==> src/rtl/cyc_timer_pkg.sv <==
package cyc_timer_pkg;
    typedef enum logic {
        ST_IDLE = 1'b0,
        ST_PEND = 1'b1
    } tmr_state_e;
endpackage

==> src/rtl/cyc_timer_count.sv <==
// Count and compare registers plus match detection on an advancing tick.
module cyc_timer_count #(
    parameter int CNT_W = 32
) (
    input  logic             clk,
    input  logic             rst_n,
    input  logic             tick_i,
    input  logic             freeze_i,
    input  logic             cnt_wr_i,
    input  logic             cmp_wr_i,
    input  logic [CNT_W-1:0] wr_data_i,
    output logic [CNT_W-1:0] count_o,
    output logic [CNT_W-1:0] compare_o,
    output logic             match_o
);
    logic [CNT_W-1:0] cnt_q;
    logic [CNT_W-1:0] cmp_q;
    logic [CNT_W-1:0] cnt_inc;
    logic             adv;

    assign adv     = tick_i & ~freeze_i;
    assign cnt_inc = cnt_q + CNT_W'(1);

    always_ff @(posedge clk) begin
        if (!rst_n) begin
            cnt_q <= CNT_W'(1);
            cmp_q <= '0;
        end else begin
            if (cnt_wr_i) begin
                cnt_q <= wr_data_i;
            end else if (adv) begin
                cnt_q <= cnt_inc;
            end
            if (cmp_wr_i) begin
                cmp_q <= wr_data_i;
            end
        end
    end

    assign match_o   = adv & ~cnt_wr_i & (cnt_inc == cmp_q);
    assign count_o   = cnt_q;
    assign compare_o = cmp_q;
endmodule

==> src/rtl/cyc_timer_fsm.sv <==
// Pending-interrupt state machine: ST_IDLE <-> ST_PEND.
module cyc_timer_fsm
    import cyc_timer_pkg::*;
(
    input  logic clk,
    input  logic rst_n,
    input  logic match_i,
    input  logic cmp_wr_i,
    input  logic rev2_i,
    output logic pend_o,
    output logic status_o
);
    tmr_state_e state_q;
    tmr_state_e state_d;

    always_ff @(posedge clk) begin
        if (!rst_n) begin
            state_q <= ST_IDLE;
        end else begin
            state_q <= state_d;
        end
    end

    always_comb begin
        state_d = state_q;
        unique case (state_q)
            ST_IDLE: if (match_i && !cmp_wr_i) state_d = ST_PEND;   // T_MATCH
            ST_PEND: if (cmp_wr_i)             state_d = ST_IDLE;   // T_ACK
            default: state_d = ST_IDLE;
        endcase
    end

    always_comb begin
        pend_o   = (state_q == ST_PEND);
        status_o = pend_o & rev2_i;
    end
endmodule

==> src/rtl/cyc_timer_route.sv <==
// Decodes the routing field onto one of LINE_N interrupt lines.
module cyc_timer_route #(
    parameter int LINE_N = 8,
    localparam int SEL_W = $clog2(LINE_N)
) (
    input  logic             active_i,
    input  logic [SEL_W-1:0] route_i,
    output logic [LINE_N-1:0] irq_o
);
    for (genvar i = 0; i < LINE_N; i++) begin : g_line
        assign irq_o[i] = active_i && (route_i == SEL_W'(i));
    end
endmodule

==> src/rtl/cyc_timer.sv <==
module cyc_timer #(
    parameter int CNT_W  = 32,
    parameter int LINE_N = 8,
    localparam int SEL_W = $clog2(LINE_N)
) (
    input  logic              clk,
    input  logic              rst_n,
    input  logic              tick_i,
    input  logic              freeze_i,
    input  logic              rev2_i,
    input  logic [SEL_W-1:0]  route_i,
    input  logic              wr_en_i,
    input  logic              wr_sel_i,
    input  logic [CNT_W-1:0]  wr_data_i,
    output logic [CNT_W-1:0]  count_o,
    output logic [CNT_W-1:0]  compare_o,
    output logic              status_o,
    output logic [LINE_N-1:0] irq_o
);
    logic cnt_wr;
    logic cmp_wr;
    logic match;
    logic pend;

    assign cnt_wr = wr_en_i & ~wr_sel_i;
    assign cmp_wr = wr_en_i &  wr_sel_i;

    cyc_timer_count #(.CNT_W(CNT_W)) u_count (
        .clk       (clk),
        .rst_n     (rst_n),
        .tick_i    (tick_i),
        .freeze_i  (freeze_i),
        .cnt_wr_i  (cnt_wr),
        .cmp_wr_i  (cmp_wr),
        .wr_data_i (wr_data_i),
        .count_o   (count_o),
        .compare_o (compare_o),
        .match_o   (match)
    );

    cyc_timer_fsm u_fsm (
        .clk      (clk),
        .rst_n    (rst_n),
        .match_i  (match),
        .cmp_wr_i (cmp_wr),
        .rev2_i   (rev2_i),
        .pend_o   (pend),
        .status_o (status_o)
    );

    cyc_timer_route #(.LINE_N(LINE_N)) u_route (
        .active_i (pend),
        .route_i  (route_i),
        .irq_o    (irq_o)
    );
endmodule

==> config.mk <==
export PLATFORM = sky130hd
export DESIGN_NAME = cyc_timer
export DESIGN_NICKNAME = d
export VERILOG_FILES = /design/src/rtl/cyc_timer_pkg.sv /design/src/rtl/cyc_timer_count.sv /design/src/rtl/cyc_timer_fsm.sv /design/src/rtl/cyc_timer_route.sv /design/src/rtl/cyc_timer.sv
export SDC_FILE = /design/constraint.sdc
export NUM_CORES = 1
export LEC_CHECK = 0
export ABC_CLOCK_PERIOD_IN_PS = 3300
export BUFFER_PORTS_ARGS = -buffer_cell sky130_fd_sc_hd__buf_4
export CAP_MARGIN = 20
export CORE_ASPECT_RATIO = 0.75
export CORE_MARGIN = 10
export CORE_UTILIZATION = 50
export CTS_CLUSTER_SIZE = 40
export DETAILED_ROUTE_END_ITERATION = 6
export PLACE_DENSITY = 0.75
export SYNTH_ARGS = -nofsm -noshare
export SYNTH_HDL_FRONTEND = slang
export SYNTH_HIERARCHICAL = 1
export SYNTH_SLANG_ARGS = --single-unit
==> constraint.sdc <==
create_clock -name clk -period 3.3 [get_ports clk]
set_clock_uncertainty 0.15 [all_clocks]
set_input_delay 0.165 -clock clk [delete_from_list [all_inputs] [get_ports clk]]
set_output_delay 0.165 -clock clk [all_outputs]
set_load 0.02 [all_outputs]
Word-level counts from Yosys, hierarchy flattened
Index checks and enable logic that the tools add are counted.
Operators by class
  add/sub/neg operators: 1
  multiply operators: 0
  div/mod/pow operators: 0
  magnitude comparators: 0
  equality and inequality tests: 8
  shift-type cells: 0
  muxes and demuxes: 5
  bitwise gates (word level): 10
  reduce and logical (&&, ||, !) cells: 12
Operators with widths (number)
  $mux 32: 2
  $add 32x1->32 const B: 1
  $eq 32x32->1: 1
  $eq 3x3->1 const B: 4
  $logic_and 1x1->1: 9
  $and 1x1->1: 6
  $eq 3x2->1 const B: 2
  $not 1->1: 4
  $eq 3x1->1 const B: 1
  $logic_not 3->1: 1
  $mux 1: 2
  $pmux 1 s2: 1
  $reduce_bool 2->1: 1
  $logic_not 1->1: 1
Storage, ports and cells
  bits in registers: 65
  bits in latches: 0
  bits in writable memories: 0
  memory bits (read-only): 0
  bits of input ports: 42
  output and inout bits: 73
  word-level logic and storage cells: 39
  memories kept: 0

Logic depth before layout (Yosys ltp)
Gate-level depths: netlist (run 1).
  word-level depth: 8
  mapped depth: 11
  gate-level depth less buffers: 10

Hierarchy
Netlist (run 1), hierarchy kept.
Modules (own cells, without submodules)
  cyc_timer_count: instances 1, cells an instance 489, area each 4100.2 sq um, sequential area each 1281.2 sq um
  cyc_timer_route: instances 1, cells an instance 8, area each 96.3 sq um, sequential area each 0.0 sq um
  cyc_timer_fsm: instances 1, cells an instance 4, area each 43.8 sq um, sequential area each 20.0 sq um
  cyc_timer: instances 1, cells an instance 2, area each 16.3 sq um, sequential area each 0.0 sq um

Worst setup path before layout (run 1)
OpenSTA, ideal clock, no wires.
  path kind: register to register
  from: register u_count.cnt_q[1], in the netlist u_count/count_o[1]
  to: register u_fsm.state_q, in the netlist u_fsm/pend_o
  library setup time: 0.072 ns
  arrival time: 2.579 ns
  required time: 3.078 ns
  setup slack: 0.498 ns
  cell stages (with the launch flop): 11
  path buffers: 0
  clock period less this slack: 2.802 ns
  path through: dfxtp_1 -> ha_1 -> xor2_1 -> or4_1 -> a2111oi_0 -> o211ai_1 -> nor4_1 -> o2111ai_1 -> nor4_2 -> nor2_1 -> nor3b_2
On the way
  longest elaborated chain between the ends: 6
RTL lines
  from (decl): line cyc_timer_count.sv:16  | logic [CNT_W-1:0] cnt_q;
  from (signal assigned): line cyc_timer_count.sv:30  | cnt_q <= wr_data_i;
  from (signal assigned): line cyc_timer_count.sv:32  | cnt_q <= cnt_inc;
  $add 32x1->32: line cyc_timer_count.sv:22  | assign cnt_inc = cnt_q + CNT_W'(1);
  $eq 32x32->1: line cyc_timer_count.sv:40  | assign match_o = adv & ~cnt_wr_i & (cnt_inc == cmp_q);
  $and 1x1->1: line cyc_timer_count.sv:40
  via match: line cyc_timer.sv:22  | logic match;
  $logic_and 1x1->1: line cyc_timer_fsm.sv:27  | ST_IDLE: if (match_i && !cmp_wr_i) state_d = ST_PEND;
  $mux 1: line cyc_timer_fsm.sv:27
  $pmux 1 s2: line cyc_timer_fsm.sv:26  | unique case (state_q)
  to (signal assigned): line cyc_timer_fsm.sv:20  | state_q <= state_d;
  to (decl): line cyc_timer_fsm.sv:13  | tmr_state_e state_q;
The timed path passes the listed nets, and every way through them passes these cells.
A chain may end at the register's enable or synchronous reset.

Worst setup path after layout (run 1)
  from: register u_count.cnt_q[2], in the netlist u_count/count_o[2]
  to: register u_fsm.state_q, in the netlist u_fsm/pend_o
Same word-level chain as after synthesis.

==> results_dict.tcl, run 1 <==
set metrics [dict create \
    synth.distinct_cells 63 \
    non_filler_cell_area_final_um2 5839 \
    clock.fmax_mhz 328.4 \
    setup_violations 0 \
    grt_first_pass_wirelength_mm 20.96 \
    finish.cell_count_without_fillers 747 \
    cts_root_buf "clkbuf_16" \
    number_of_placed_instances_with_taps_included 699 \
    min_period_over_period_pct 92.29 \
    vias_per_cell 5.495 \
    timing.critical_path.from_type "register" \
    max-vdd-ir-drop_v 0.0003050 \
    drt_pre_antenna_iters 5 \
    post_synth.cell_area_avg_um2 8.462 \
    grt_pass1_vias 4027 \
    critPathSlowestCell "or4_1" \
    tritoncts "built" \
    finalCriticalPeriod_ps 3045 \
    dpl.hpwl_mm 9.148 \
    synth_edf_count 0 \
    cts_max_level 3 \
    ant_nets 0 \
    power.density_cell_area_nw_per_um2 425.6 \
    rows 29 \
    clk_pin_slew_ps 60 \
    wire_per_inst_um 17.26 \
    synthCells 503 \
    critical_path_arrival_ps 3150 \
    cellLeakagePower_nw 2.306 \
    status "finished clean" \
    pin_count 115 \
    antenna_violations_before_repair 0 \
    finalHoldWorstSlack_ps 116.8 \
    synth-async-reset-ratio_pct 0 \
    critical_path_peak_fanout 15 \
    global_route.overflow_total 0 \
    synth.top_cells.by_count "dfxtp_1 (65), xnor2_1 (52), nand2_1 (49), nor2b_1 (36), mux2i_1 (35)" \
    timing.critical_path.slowest_cell_delay_ps 710 \
    tightestPinTransition_ps 1065 \
    worst-setup-path-type "reg2reg" \
    tritoncts.num_buffers 9 \
    initial_core_utilization_pct 50.78 \
    via_count 4105 \
    mappedNetlistArea_um2 4257 \
    drc_errors 0 \
    post_layout_util_pct 69.67 \
    synth_fp_nets 546 \
    design.die.area_um2 12640 \
    layout-area-overhead-vs-synth_pct 37.18 \
    clock-sinks 65 \
    routed_wire_length_mm 12.89 \
    gp_routability_congestion 0.9152 \
    synth_ff_type "dfxtp_1" \
    synth-seq-area-share_pct 30.57 \
    drive_above_1_share_pct 25.20 \
    synth_area_leaders "dfxtp_1 (31%), xnor2_1 (11%), mux2i_1 (8.2%)" \
    grt_usage_pct 19.79 \
    yosysWarningCount 6 \
    final-max-slew-violation-count 0 \
    cts_max_path_buffers 2 \
    post_cts_resized 0 \
    yosys_register_bits 65 \
    netlist.area_leader.share_pct 30.57 \
    post-synth-top-count-cell "dfxtp_1" \
    detailedRoute.firstIterationViolations 358 \
    pin_count_of_the_biggest_net_entering_global_routing 66 \
    critPathCaptureType "register" \
    grt_setup_unrepaired "no" \
    fp.dieW_um 126.5 \
    numPortBuffers 114 \
    floorplan_core_area_um2 8382 \
    setup-tns-final_ps 0 \
    drv_cap 0 \
    cp_cell_sequence "nand4_4, or4_1, xnor2_1, o211ai_1, nor4_1, o2111ai_1, nor4_2, nor2_1, nor3b_2" \
    timing.final.hold_violations 0 \
    req_time_crit_path_ps 3400 \
    die_y_um 99.91 \
    antenna_cells_inserted 0 \
    worst_skew_pair.late_latency_ps 330 \
    total_placed_instance_area_um2 5155 \
    yosys.area.top_type "dfxtp_1" \
    layout.nets 677 \
    rel_slew_slack_pct 29.02 \
    worstHoldPathType "in2reg" \
]
[where the power goes]
group          switching, mW  total [mW]  internal (mW)
Combinational          0.220       0.440          0.221
Clock                  0.356        1.16          0.800
Sequential            0.0649       0.890          0.825
Total                  0.640        2.49           1.84
[what timing repair did]
item	4_1_cts	5_1_grt
setup buffers	0	0
hold buffers	32	0
hold endpoints to repair	45	0
[cell families (layout without fill, tap and decap cells)]
family	Yosys count	after routing	share of synthesized area, %
muxes	35	35	8.231
AOI/OAI and AO/OA	57	57	8.437
xor gates and xnor gates	75	75	15.43
and+or+nand+nor	234	234	33.36
buffers and inverters	36	172	3.674
DFF	65	65	30.57
adders and majority gates	1	1	0.2939
[path summary, 6_finish.rpt]
| kind | from | end | slack (ps) | depth (start not counted) |
|---|---|---|---|---|
| worst min-delay path | rst_n | u_count/count_o[0] | 120 | 2 |
| worst max register to register | u_count/count_o[2] | u_fsm/pend_o | 250 | 9 |
| worst max-delay path | u_count/count_o[2] | u_fsm/pend_o | 250 | 9 |
| worst min register to register | u_count/compare_o[21] | u_count/compare_o[21] | 400 | 2 |
[layout make-up]
cell class                      count  area (µm²)
Fill cell                         666        2542
Timing Repair Buffer              153        1229
Multi-Input combinational cell    402        2799
Tap cell                          108       135.1
Clock inverter                      4       97.59
Inverter                            3       11.26
Sequential cell                    65        1301
Clock buffer                       12       266.5
[registers in the layout (all words and copies together) (netlist names)]
signal,flops
u_fsm/pend_o,1
u_count/count_o,32
u_count/compare_o,32
[cells in the final DEF, fill, tap and decap left out, types with 4 or more instances in the layout]
master	count
buf_4	121
dfxtp_1	65
xnor2_1	52
nand2_1	49
nor2b_1	36
mux2i_1	35
dlygate4sd3_1	32
and2_1	32
nor2_1	25
o21ai_0	24
xor2_1	23
nand4_1	15
nand3_1	12
nor4_1	10
clkbuf_16	9
nor3_1	9
nand2b_1	7
a21oi_1	6
o211ai_1	5
or4_1	4
o21ai_1	4
[layer usage]
layer | share of wire, % | vias up | GRT usage (%) | routed length [µm]
li1 | - | 2002 | - | -
met1 | 45 | 1938 | 25.26 | 5841
met2 | 45 | 150 | 30.78 | 5772
met3 | 9.0 | 15 | 7.109 | 1157
met4 | 0.95 | 0 | 5.590 | 122
met5 | 0 | - | 0 | 0
[worst max-delay path: cells and delay by family (launching register included)]
family	cells	cell delay, ps
compound gates	2	300
xor+xnor	1	210
flops	1	590
simple gates	6	1720
[per-stage QoR]
| stage | power, mW | setup WS (ps) |
|---|---|---|
| 2_1_floorplan | 1.145 | 498.3 |
| 3_3_place_gp | 1.300 | 449.1 |
| 3_5_place_dp | 1.310 | 325.3 |
| 4_1_cts | 2.501 | 302.5 |
| 5_1_grt | 2.585 | 1.005 |
| 6_report | 2.485 | 254.6 |
No activity file was read; power rests on OpenSTA's default activity.
==> run 2: changes to the inputs <==
ABC_CLOCK_PERIOD_IN_PS = 3800   (was 3300)
CORE_UTILIZATION = 57   (was 50)
PLACE_DENSITY = 0.84   (was 0.75)
clock period = 3.8 ns   (was 3.3 ns; I/O delays follow)
==> results_dict.tcl, run 2 (synthesized netlist as in run 1, its figures left out) <==
set metrics [dict create \
    clk_pin_slew_ps 70 \
    clock.fmax_mhz 304.6 \
    worst_skew_pair.late_latency_ps 350 \
    power_frac_comb_pct 21.6 \
    post_cts_resized 0 \
    dpl.hpwl_mm 9.257 \
    r2r_start "u_count/count_o[0]" \
    final_common_cell "buf_4" \
    rows 27 \
    vias_per_cell 5.620 \
    clock-sinks 65 \
    clockPowerShare_pct 33.9 \
    cp_cell_sequence "ha_1, inv_1, nor4_1, nand3_1, xnor2_1, a221oi_1, o2111ai_1, nor4_2, nor2_1, nor3b_2" \
    grt_setup_unrepaired "no" \
    grt_usage_pct 22.81 \
    tritoncts "built" \
    layout.nets 672 \
    gp_routability_congestion 0.9230 \
    worstHoldPathType "in2reg" \
    post_layout_util_pct 76.99 \
    sw_frac_of_total_pct 29.88 \
    worst_slack_ps 516.6 \
    drt_pre_antenna_iters 5 \
    cts_max_level 3 \
    reg2reg_slack_ps 520 \
    setup_violations 0 \
    seq_power_share_pct 44.5 \
    layout-area-overhead-vs-synth_pct 31.98 \
    critical_path_peak_fanout 11 \
    status "finished clean" \
    tritoncts.num_buffers 9 \
    timing.final.hold_violations 0 \
    routed_wire_length_mm 13.17 \
    numPortBuffers 114 \
    pre_cts_slack_ps 599.6 \
    final-max-slew-violation-count 0 \
    drc_errors 0 \
    num-fill-cells 514 \
    finalCriticalPeriod_ps 3283 \
    holdPathEnd "u_count/count_o[0]" \
    pin_count_of_the_biggest_net_entering_global_routing 66 \
    initial_core_utilization_pct 58.33 \
    via_count 4131 \
    req_time_crit_path_ps 3920 \
    floorplan_core_area_um2 7297 \
    critPathSlowestCell "nor4_1" \
    timing.critical_path.slowest_cell_delay_ps 550 \
    timing.critical_path.from_type "register" \
    pin_count 115 \
    tightestPinTransition_ps 1062 \
    max-vdd-ir-drop_v 0.0002476 \
    power.density_cell_area_nw_per_um2 310.6 \
    cp_num_buf_inv 1 \
    cts_max_path_buffers 2 \
    global_route.overflow_total 0 \
    critical_path_arrival_ps 3400 \
    detailedRoute.firstIterationViolations 261 \
    crit-reg2reg-capture "u_fsm/pend_o" \
    cts_root_buf "clkbuf_8" \
    grt_pass1_vias 4071 \
    hold_path.startpoint "rst_n" \
    worst_path_dominant_cell_family "simple AND/OR/NAND/NOR gates" \
    drv_cap 0 \
    cp_num_cells 10 \
    drive_above_1_share_pct 24.13 \
    layout_common_cells "buf_4 (116), dfxtp_1 (65), xnor2_1 (52), nand2_1 (49), nor2b_1 (36)" \
    switching_power_mw 0.5213 \
    antenna_violations_before_repair 0 \
    die_y_um 94.84 \
    wire_per_inst_um 17.92 \
    antenna_cells_inserted 0 \
    worst-setup-path-type "reg2reg" \
    cellLeakagePower_nw 2.203 \
    design.die.area_um2 11360 \
    reg2regPathDepth 10 \
    finalHoldWorstSlack_ps 132.7 \
    ant_nets 0 \
    critPathCaptureType "register" \
    setup-tns-final_ps 0 \
    fp.dieW_um 119.8 \
    worstHoldPathCells 2 \
    p_int_mw 1.224 \
    grt_first_pass_wirelength_mm 21.31 \
    min_period_over_period_pct 86.40 \
    rel_slew_slack_pct 29.23 \
]
[run 2: area by class of cell]
class | count | area, µm² | area share [%]
sequential | 65 | 1301 | 23.16
inverter | 3 | 11.26 | 0.2004
multi-input combinational | 402 | 2799 | 49.82
timing repair buffer | 148 | 1191 | 21.20
tap | 101 | 126.4 | 2.249
clock buffer | 13 | 148.9 | 2.650
clock inverter | 3 | 40.04 | 0.7127
[run 2: worst max-delay path by stage]
| stage | startpoint | to |
|---|---|---|
| after floorplan | u_count/count_o[1] | u_fsm/pend_o |
| after global placement | u_count/count_o[0] | u_fsm/pend_o |
| after detailed placement | u_count/count_o[0] | u_fsm/pend_o |
| after CTS | u_count/count_o[0] | u_fsm/pend_o |
| after global routing | u_count/count_o[0] | u_fsm/pend_o |
| final | u_count/count_o[0] | u_fsm/pend_o |
[run 2: power by group through the flow]
stage	sequential, mW	combinational, mW	clock, mW
after floorplan	0.807	0.187	0
after global placement	0.789	0.339	0
after detailed placement	0.790	0.345	0
after CTS	0.775	0.375	0.600
after global routing	0.782	0.407	0.627
final	0.777	0.377	0.591
[run 2: through the flow]
stage / instances / cell area [µm²] / power (mW)
floorplan: 503 / 4257 / 0.9945
global placement: 687 / 5109 / 1.128
detailed placement: 687 / 5109 / 1.135
CTS: 735 / 5618 / 1.749
global route: 735 / 5618 / 1.816
finish: 735 / 5618 / 1.745
[run 2: layer usage]
layer / wire length, µm / track usage, %
met5: 0 / 0
met4: 159 / 5.711
met3: 962 / 6.973
met2: 5842 / 35.60
met1: 6204 / 30.18
[run 2: worst reg2reg max path, cell delays in order (launching register included)]
cell and delay, ps:
dfxtp_1 540, ha_1 490, inv_1 170, nor4_1 550
nand3_1 290, xnor2_1 210, a221oi_1 270, o2111ai_1 160
nor4_2 150, nor2_1 80, nor3b_2 160
[run 2: what timing repair did]
action	CTS	global route
buffers inserted	0	0
hold buffers	32	0
endpoints found under the hold margin	38	0
